$ cat config.mk
export PLATFORM = sky130hd
export DESIGN_NAME = isqrt_walk
export DESIGN_NICKNAME = d
export VERILOG_FILES = /design/src/rtl/isqrt_square.sv /design/src/rtl/isqrt_compare.sv /design/src/rtl/isqrt_step.sv /design/src/rtl/isqrt_walk.sv
export SDC_FILE = /design/constraint.sdc
export NUM_CORES = 1
export LEC_CHECK = 0
export CAP_MARGIN = 20
export CORE_MARGIN = 3
export CORE_UTILIZATION = 35
export CTS_BUF_LIST = sky130_fd_sc_hd__clkbuf_4 sky130_fd_sc_hd__clkbuf_8
export CTS_CLUSTER_SIZE = 10
export DETAILED_ROUTE_END_ITERATION = 7
export DONT_BUFFER_PORTS = 1
export PLACE_DENSITY_LB_ADDON = 0.2
export SYNTH_ARGS = -nofsm -noshare
export SYNTH_HDL_FRONTEND = slang
export SYNTH_HIERARCHICAL = 1
export SYNTH_SLANG_ARGS = --single-unit
$ cat constraint.sdc
create_clock -name clk_i -period 8.1 [get_ports clk_i]
set_input_delay 0.405 -clock clk_i [delete_from_list [all_inputs] [get_ports clk_i]]
set_output_delay 0.405 -clock clk_i [all_outputs]
set_load 0.05 [all_outputs]
$ cat src/rtl/isqrt_square.sv
module isqrt_square #(
    parameter int DATA_W = 8,
    localparam int SQ_W = 2 * DATA_W
) (
    input  logic [DATA_W-1:0] est_i,
    output logic [SQ_W-1:0]   sq_o
);
    // Full-width product, so the comparison never wraps
    always_comb begin
        sq_o = SQ_W'(est_i) * SQ_W'(est_i);
    end
endmodule

$ cat src/rtl/isqrt_compare.sv
module isqrt_compare #(
    parameter int DATA_W = 8,
    localparam int SQ_W = 2 * DATA_W
) (
    input  logic [SQ_W-1:0]   sq_i,
    input  logic [DATA_W-1:0] value_i,
    output logic              above_o,
    output logic              match_o
);
    logic [SQ_W-1:0] value_ext;

    always_comb begin
        value_ext = SQ_W'(value_i);
        above_o   = sq_i > value_ext;
        match_o   = sq_i == value_ext;
    end
endmodule

$ cat src/rtl/isqrt_step.sv
module isqrt_step #(
    parameter int DATA_W = 8
) (
    input  logic [DATA_W-1:0] est_i,
    input  logic              down_i,
    output logic [DATA_W-1:0] est_o
);
    always_comb begin
        if (down_i) begin
            est_o = est_i - DATA_W'(1);
        end else begin
            est_o = est_i + DATA_W'(1);
        end
    end
endmodule

$ cat src/rtl/isqrt_walk.sv
module isqrt_walk #(
    parameter int DATA_W = 8,
    localparam int SQ_W = 2 * DATA_W
) (
    input  logic              clk_i,
    input  logic              rst_i,
    input  logic              start_i,
    input  logic [DATA_W-1:0] value_i,
    output logic [DATA_W-1:0] root_o,
    output logic              done_o
);
    typedef struct packed {
        logic [DATA_W-1:0] est;
        logic              done;
        logic              busy;
    } state_t;

    state_t            st_q;
    state_t            st_d;
    logic [SQ_W-1:0]   sq;
    logic              above;
    logic              match;
    logic [DATA_W-1:0] stepped;

    isqrt_square #(.DATA_W(DATA_W)) u_square (
        .est_i (st_q.est),
        .sq_o  (sq)
    );

    isqrt_compare #(.DATA_W(DATA_W)) u_compare (
        .sq_i    (sq),
        .value_i (value_i),
        .above_o (above),
        .match_o (match)
    );

    isqrt_step #(.DATA_W(DATA_W)) u_step (
        .est_i  (st_q.est),
        .down_i (above),
        .est_o  (stepped)
    );

    always_comb begin
        st_d = st_q;
        if (start_i) begin
            st_d.est  = value_i >> 2;
            st_d.done = 1'b0;
            st_d.busy = 1'b1;
        end else if (st_q.busy && !st_q.done) begin
            if (match) begin
                st_d.done = 1'b1;
            end else begin
                st_d.est = stepped;
            end
        end
    end

    always_ff @(posedge clk_i) begin
        if (rst_i) begin
            st_q <= '0;
        end else begin
            st_q <= st_d;
        end
    end

    assign root_o = st_q.est;
    assign done_o = st_q.done;

    assert_start_load_R2: assert property (@(posedge clk_i) disable iff (rst_i)
        start_i |=> (root_o == ($past(value_i) >> 2)) && !done_o);

    assert_step_down_R3: assert property (@(posedge clk_i) disable iff (rst_i)
        (st_q.busy && !done_o && !start_i && above) |=> root_o == $past(root_o) - DATA_W'(1));

    assert_step_up_R4: assert property (@(posedge clk_i) disable iff (rst_i)
        (st_q.busy && !done_o && !start_i && !above && !match) |=> root_o == $past(root_o) + DATA_W'(1));

    assert_done_exact_R5: assert property (@(posedge clk_i) disable iff (rst_i)
        $rose(done_o) |-> (SQ_W'(root_o) * SQ_W'(root_o)) == SQ_W'(value_i));

    assert_hold_R6: assert property (@(posedge clk_i) disable iff (rst_i)
        (done_o && !start_i) |=> done_o && $stable(root_o));

    assert_idle_R1: assert property (@(posedge clk_i) disable iff (rst_i)
        (!st_q.busy && !start_i) |=> !done_o && $stable(root_o));
endmodule

After elaboration in Yosys (flattened, before gate mapping)
Cells that the tools add are included.
{"block": "op_classes", "magnitude_cmp": 1, "reduce_logical": 7, "muxes": 5, "eq_ne": 2, "n_bitwise": 1, "add_sub_neg": 2, "mul": 1}
{"op": "16-bit by 8-bit equality test with 1-bit output", "count": 1}
{"op": "16-bit by 8-bit greater-than comparator with 1-bit output", "count": 1}
{"op": "8-bit by 8-bit multiplier with 16-bit output", "count": 1}
{"op": "7-bit 2-to-1 mux", "count": 2}
{"op": "8-bit by 1-bit adder with 8-bit output, second input constant", "count": 1}
{"op": "8-bit 2-to-1 mux", "count": 1}
{"op": "8-bit by 1-bit subtractor with 8-bit output, second input constant", "count": 1}
{"op": "6-bit 2-to-1 mux", "count": 1}
{"op": "2-bit AND reduction", "count": 3}
{"op": "2-bit inequality test, second input constant", "count": 1}
{"op": "2-bit nonzero test", "count": 1}
{"op": "2-bit OR reduction", "count": 1}
{"op": "1-bit logical AND", "count": 1}
{"op": "1-bit zero test", "count": 1}
{"op": "1-bit 2-to-1 mux", "count": 1}
{"op": "1-bit inverter", "count": 1}
{"block": "totals", "wordCells": 23, "output_inout_bits": 9, "ff_bits": 10}

Depth between registers and ports, before layout
{"block": "logic_depth", "word_depth": 6, "ltp_mapped": 27, "depth_no_buf": 26}

Modules after synthesis
Netlist, hierarchy kept.
{"module": "isqrt_square", "cells_per_inst": 217, "area_per_inst_um2": 1740.4, "n_inst": 1}
{"module": "isqrt_walk", "cells_per_inst": 56, "area_per_inst_um2": 521.8, "n_inst": 1}
{"module": "isqrt_step", "cells_per_inst": 41, "area_per_inst_um2": 319.1, "n_inst": 1}
{"module": "isqrt_compare", "cells_per_inst": 33, "area_per_inst_um2": 231.5, "n_inst": 1}

Worst setup path after synthesis
No wires, ideal clock.
{"block": "synth_timing", "path_type": "reg2reg", "start": "register st_q, in the netlist root_o[5]", "end": "register st_q, in the netlist root_o[5]", "path_buffers": 1, "t_arrival_ns": 5.675, "setup_time_ns": 0.147, "stages_incl_launch_ff": 24, "path_slack_ns": 2.278, "t_required_ns": 7.953, "cell_sequence": "dfxtp_1 -> clkbuf_1 -> inv_1 -> nor2_1 -> fa_1 -> fa_1 -> inv_1 -> fa_1 -> fa_1 -> inv_1 -> ha_1 -> o21ai_0 -> nor3_1 -> mux2i_1 -> nand3_1 -> nor4_1 -> nand2_1 -> o21bai_1 -> ha_1 -> a211oi_1 -> o21ai_0 -> xor2_1 -> a21oi_1 -> a221oi_2"}
{"block": "synth_between", "elab_chain_cells": 6, "elab_cells_between_ends": 11, "classes_between": "add/sub: 2; mul: 1; order compare: 1; eq/ne: 2; mux: 4; reduce/logical: 1"}
{"element": "from (decl)", "line_no": "isqrt_walk.sv:18", "text": "state_t st_q;"}
{"element": "from (signal assigned)", "line_no": "isqrt_walk.sv:62", "text": "st_q <= st_d;"}
{"element": "8-bit by 8-bit multiplier with 16-bit output", "line_no": "isqrt_square.sv:10", "text": "sq_o = SQ_W'(est_i) * SQ_W'(est_i);"}
{"element": "via sq[15]", "line_no": "isqrt_walk.sv:20", "text": "logic [SQ_W-1:0] sq;"}
{"element": "16-bit by 8-bit greater-than comparator with 1-bit output", "line_no": "isqrt_compare.sv:14", "text": "above_o = sq_i > value_ext;"}
{"element": "via above", "line_no": "isqrt_walk.sv:21", "text": "logic above;"}
{"element": "8-bit 2-to-1 mux", "line_no": "isqrt_step.sv:9", "text": "if (down_i) begin"}
{"element": "via stepped[5]", "line_no": "isqrt_walk.sv:23", "text": "logic [DATA_W-1:0] stepped;"}
{"element": "6-bit 2-to-1 mux", "line_no": "isqrt_walk.sv:50", "text": "if (match) begin"}
{"element": "7-bit 2-to-1 mux", "line_no": "isqrt_walk.sv:49", "text": "end else if (st_q.busy && !st_q.done) begin"}
{"element": "7-bit 2-to-1 mux", "line_no": "isqrt_walk.sv:45", "text": "if (start_i) begin"}
The timed path passes the listed nets, and every way through them passes these cells. The select of a mux whose other input is x is not followed.
A chain may end at the register's enable or synchronous reset.

Final worst setup path
{"block": "layout_timing", "start": "register st_q, in the netlist root_o[3]", "end": "register st_q, in the netlist root_o[5]"}
Same word-level chain as after synthesis.

==> run metrics <==
Req. time, crit path=slightly above 8 ns; setup repair bufs after CTS=0; vias per std cell=between 5 and 6; count of cells resized by post-cts repair=0; total track usage=0.1410; first drt pass iteration count=4; post-synth top area share=0.1957; post-synthesis cell type count=a little over 50; number of failing setup endpoints in the final timing report=0; placed instance count=approximately 440; largest family of logic cells by synthesized area=adder cells; most used flip-flop cell after synthesis=dfxtp_1; Max-slew headroom=0.3998; maximum buffer depth of the clock tree=2; area taken by multi-input logic gates=approximately 2300 um^2; origin of the critical flop-to-flop path=root_o[3]$_SDFFE_PP0P_; FF/Latch Area=approximately 200 um^2; largest stage delay on the critical path=a little under 0.9 ns; share of synthesized area occupied by flip-flops and latches=0.07117; net count of the mapped netlist=between 400 and 500; largest net degree at the start of global routing=17; proportion of register bits with asynchronous set or reset after synthesis=0; count of maximum capacitance violations=0; number of warnings reported in the yosys synthesis log=6; die width=95.65 um; Worst-path clk slew=0.05 ns; H-Tree Level Count=1; Antenna Nets Post-Route=0; post-place setup slack=between 1 and 1.5 ns; adder-cell share of the synthesized area=0.3808; CP most frequent cell=fa_1; Inserted Diodes=0; Critical Path Sink Type=register; Port Buffer Count=0; Cell Area, Synth=between 2000 and 3000 um^2; most used standard cell by instance count after synthesis=inv_1; number of DRC markers after the initial detailed-route iteration=~120; setup slack of the critical path after layout=1.110 ns; Area contributors post-synth=ha_1 20%, fa_1 19%, inv_1 8.8%, dfxtp_1 7.1%, and2_1 4.4%; number of nets in the layout=between 400 and 500; fraction of layout instances using a drive strength above 1=0.06231; final estimated routing congestion in global placement=0.8044; post-route minimum period=between 6 and 7 ns; site row count=32; overall routed net length=roughly 5.7 mm; hold_buf cts=0; post-synthesis simple-gate area fraction=0.1806; number of flops mapped to enable cells by yosys=0; Total Neg Setup Slack=0 ns; Num CTS Buffers=3; TritonCTS clock tree=built; post-synthesis compound-gate area fraction=0.1828; Die Footprint=around 9000 um^2; CP arrival=between 7 and 8 ns; number of global-route vias before repair=around 2,200; effective utilization at floorplan=0.3621; achievable clock frequency=143.1 MHz; Routed wire per std cell=between 10 and 15 um; post-synthesis share of cell area spent on xor and xnor gates=0.04671; unrepaired setup endpoints after global routing=false; Fin. Hold Viols=0; first-pass GRT wire length=10.41 mm; Std-Cell Core Area=around 7800 um^2; CP max FO=10; Post-route DRC=0; most frequent cells after synthesis=66 x inv_1, 44 x ha_1, 26 x fa_1, 22 x a21oi_1, 22 x nand2_1; Post-Syn Instances=347; Sink Count=10; startpoint types=register; critical path type=reg2reg; series of cell instances along the critical path=inv_1 -> nor2_1 -> fa_1 -> fa_1 -> inv_1 -> fa_1 -> fa_1 -> inv_1 -> ha_1 -> o21ai_0 -> nor3_1 -> mux2i_1 -> nand3_1 -> nor4_1 -> nand2_1 -> o21bai_1 -> ha_1 -> a211oi_1 -> o21ai_0 -> xor2_1 -> a21oi_1 -> a221oi_2; overflow left after global routing=0; Worst Skew=~0.0026 ns; Final Max Tran Viols=0; number of placed I/O pins=20; Worst-Skew Late Latency=between 0.2 and 0.25 ns; layout filler cell count=approximately 840; total of flip-flops plus latches after synthesis=10; run status=finished, final reports clean; non-filler instance count after layout=439; signed area change from the synthesized netlist to the final layout=3.781%; Worst Hold Class=in2reg; number of antenna violations at the first check in global routing=0; launch point of the worst path=root_o[3]$_SDFFE_PP0P_; cell with the biggest individual delay on the critical path=dfxtp_1; Worst Hold Launch=rst_i; overall die height=approximately 96 um; number of vias in the routed layout=between 2,000 and 2,500; Synth area leader=ha_1; mux cell area share after synthesis=0.01068; final critical-path share of the clock period=0.8630; slew at the pin closest to its max-slew limit=0.8990 ns; Avg Inst Size Synth=~8.1 um^2; Detail Placement HPWL=~4.8 mm; Clk Tree Root Cell=clkbuf_8
[cells in the final DEF, fill, tap and decap left out, types with 5 or more instances in the layout]
master and n:
inv_1 66, ha_1 44, fa_1 26, nand2_1 22, a21oi_1 22, and2_1 20, nor2_1 18, xnor2_1 11
dfxtp_1 10, nor3_1 7, o21ai_0 7, a221oi_2 6, a211oi_1 5
[final timing paths]
kind / to / slack (ns) / cells after the start
worst max-delay path: root_o[5]$_SDFFE_PP0P_ / 1.11 / 22
worst min-delay path: root_o[3]$_SDFFE_PP0P_ / 0.23 / 1
worst max register to register: root_o[5]$_SDFFE_PP0P_ / 1.11 / 22
worst min register to register: root_o[4]$_SDFFE_PP0P_ / 0.46 / 2
[worst max-delay path, delay by kind of cell, from the launching register on]
kind / cells / cell delay (ns)
compound gates: 6 / 1.65
flops: 1 / 0.87
buf+inv: 3 / 0.33
fa+ha+maj: 6 / 2.77
xor+xnor: 1 / 0.15
mux: 1 / 0.15
simple gates: 5 / 0.96
[kinds of logic after synthesis]
group,Yosys count
AO/OA/AOI/OAI,70
XOR/XNOR,15
adder cells (fa/ha/maj),70
buffers and inverters,84
flip-flops,10
multiplexers,3
other,1
AND/OR/NAND/NOR,94
[registers in the layout (all words and copies together), names as in the netlist]
register  flops
done_o        1
st_q          1
root_o        8
[layer usage]
layer  part of all wire  track usage  routed length (um)  vias up
met4             0.0070      0.02133                  40        0
met5                  0            0                   0        -
met3              0.028      0.01421                 161        4
met2               0.45       0.2305                2547       40
li1                   -            -                   -     1131
met1               0.52       0.2038                2946     1030
[metrics by stage]
step | area, um^2 | hold WS (ns) | util
floorplan | 2813 | 0.4774 | -
detailed placement | 2864 | 0.4571 | 0.3687
CTS | 2919 | 0.2206 | 0.3758
global route | 2919 | 0.2075 | 0.3758
finish | 2919 | 0.2262 | 0.3758
global placement | 2864 | 0.4604 | 0.3687
[final cells by class]
class                   instances  share of cell area
flip-flops and latches         10             0.06858
multi-input cells             253              0.7737
clock buffers                   4             0.01886
inverters                      66             0.08487
well taps                     102             0.04372
repair buffers                  4             0.01029
Power is not shown: default switching activity piles up to over one toggle a cycle in this logic, so the estimate is an artifact.
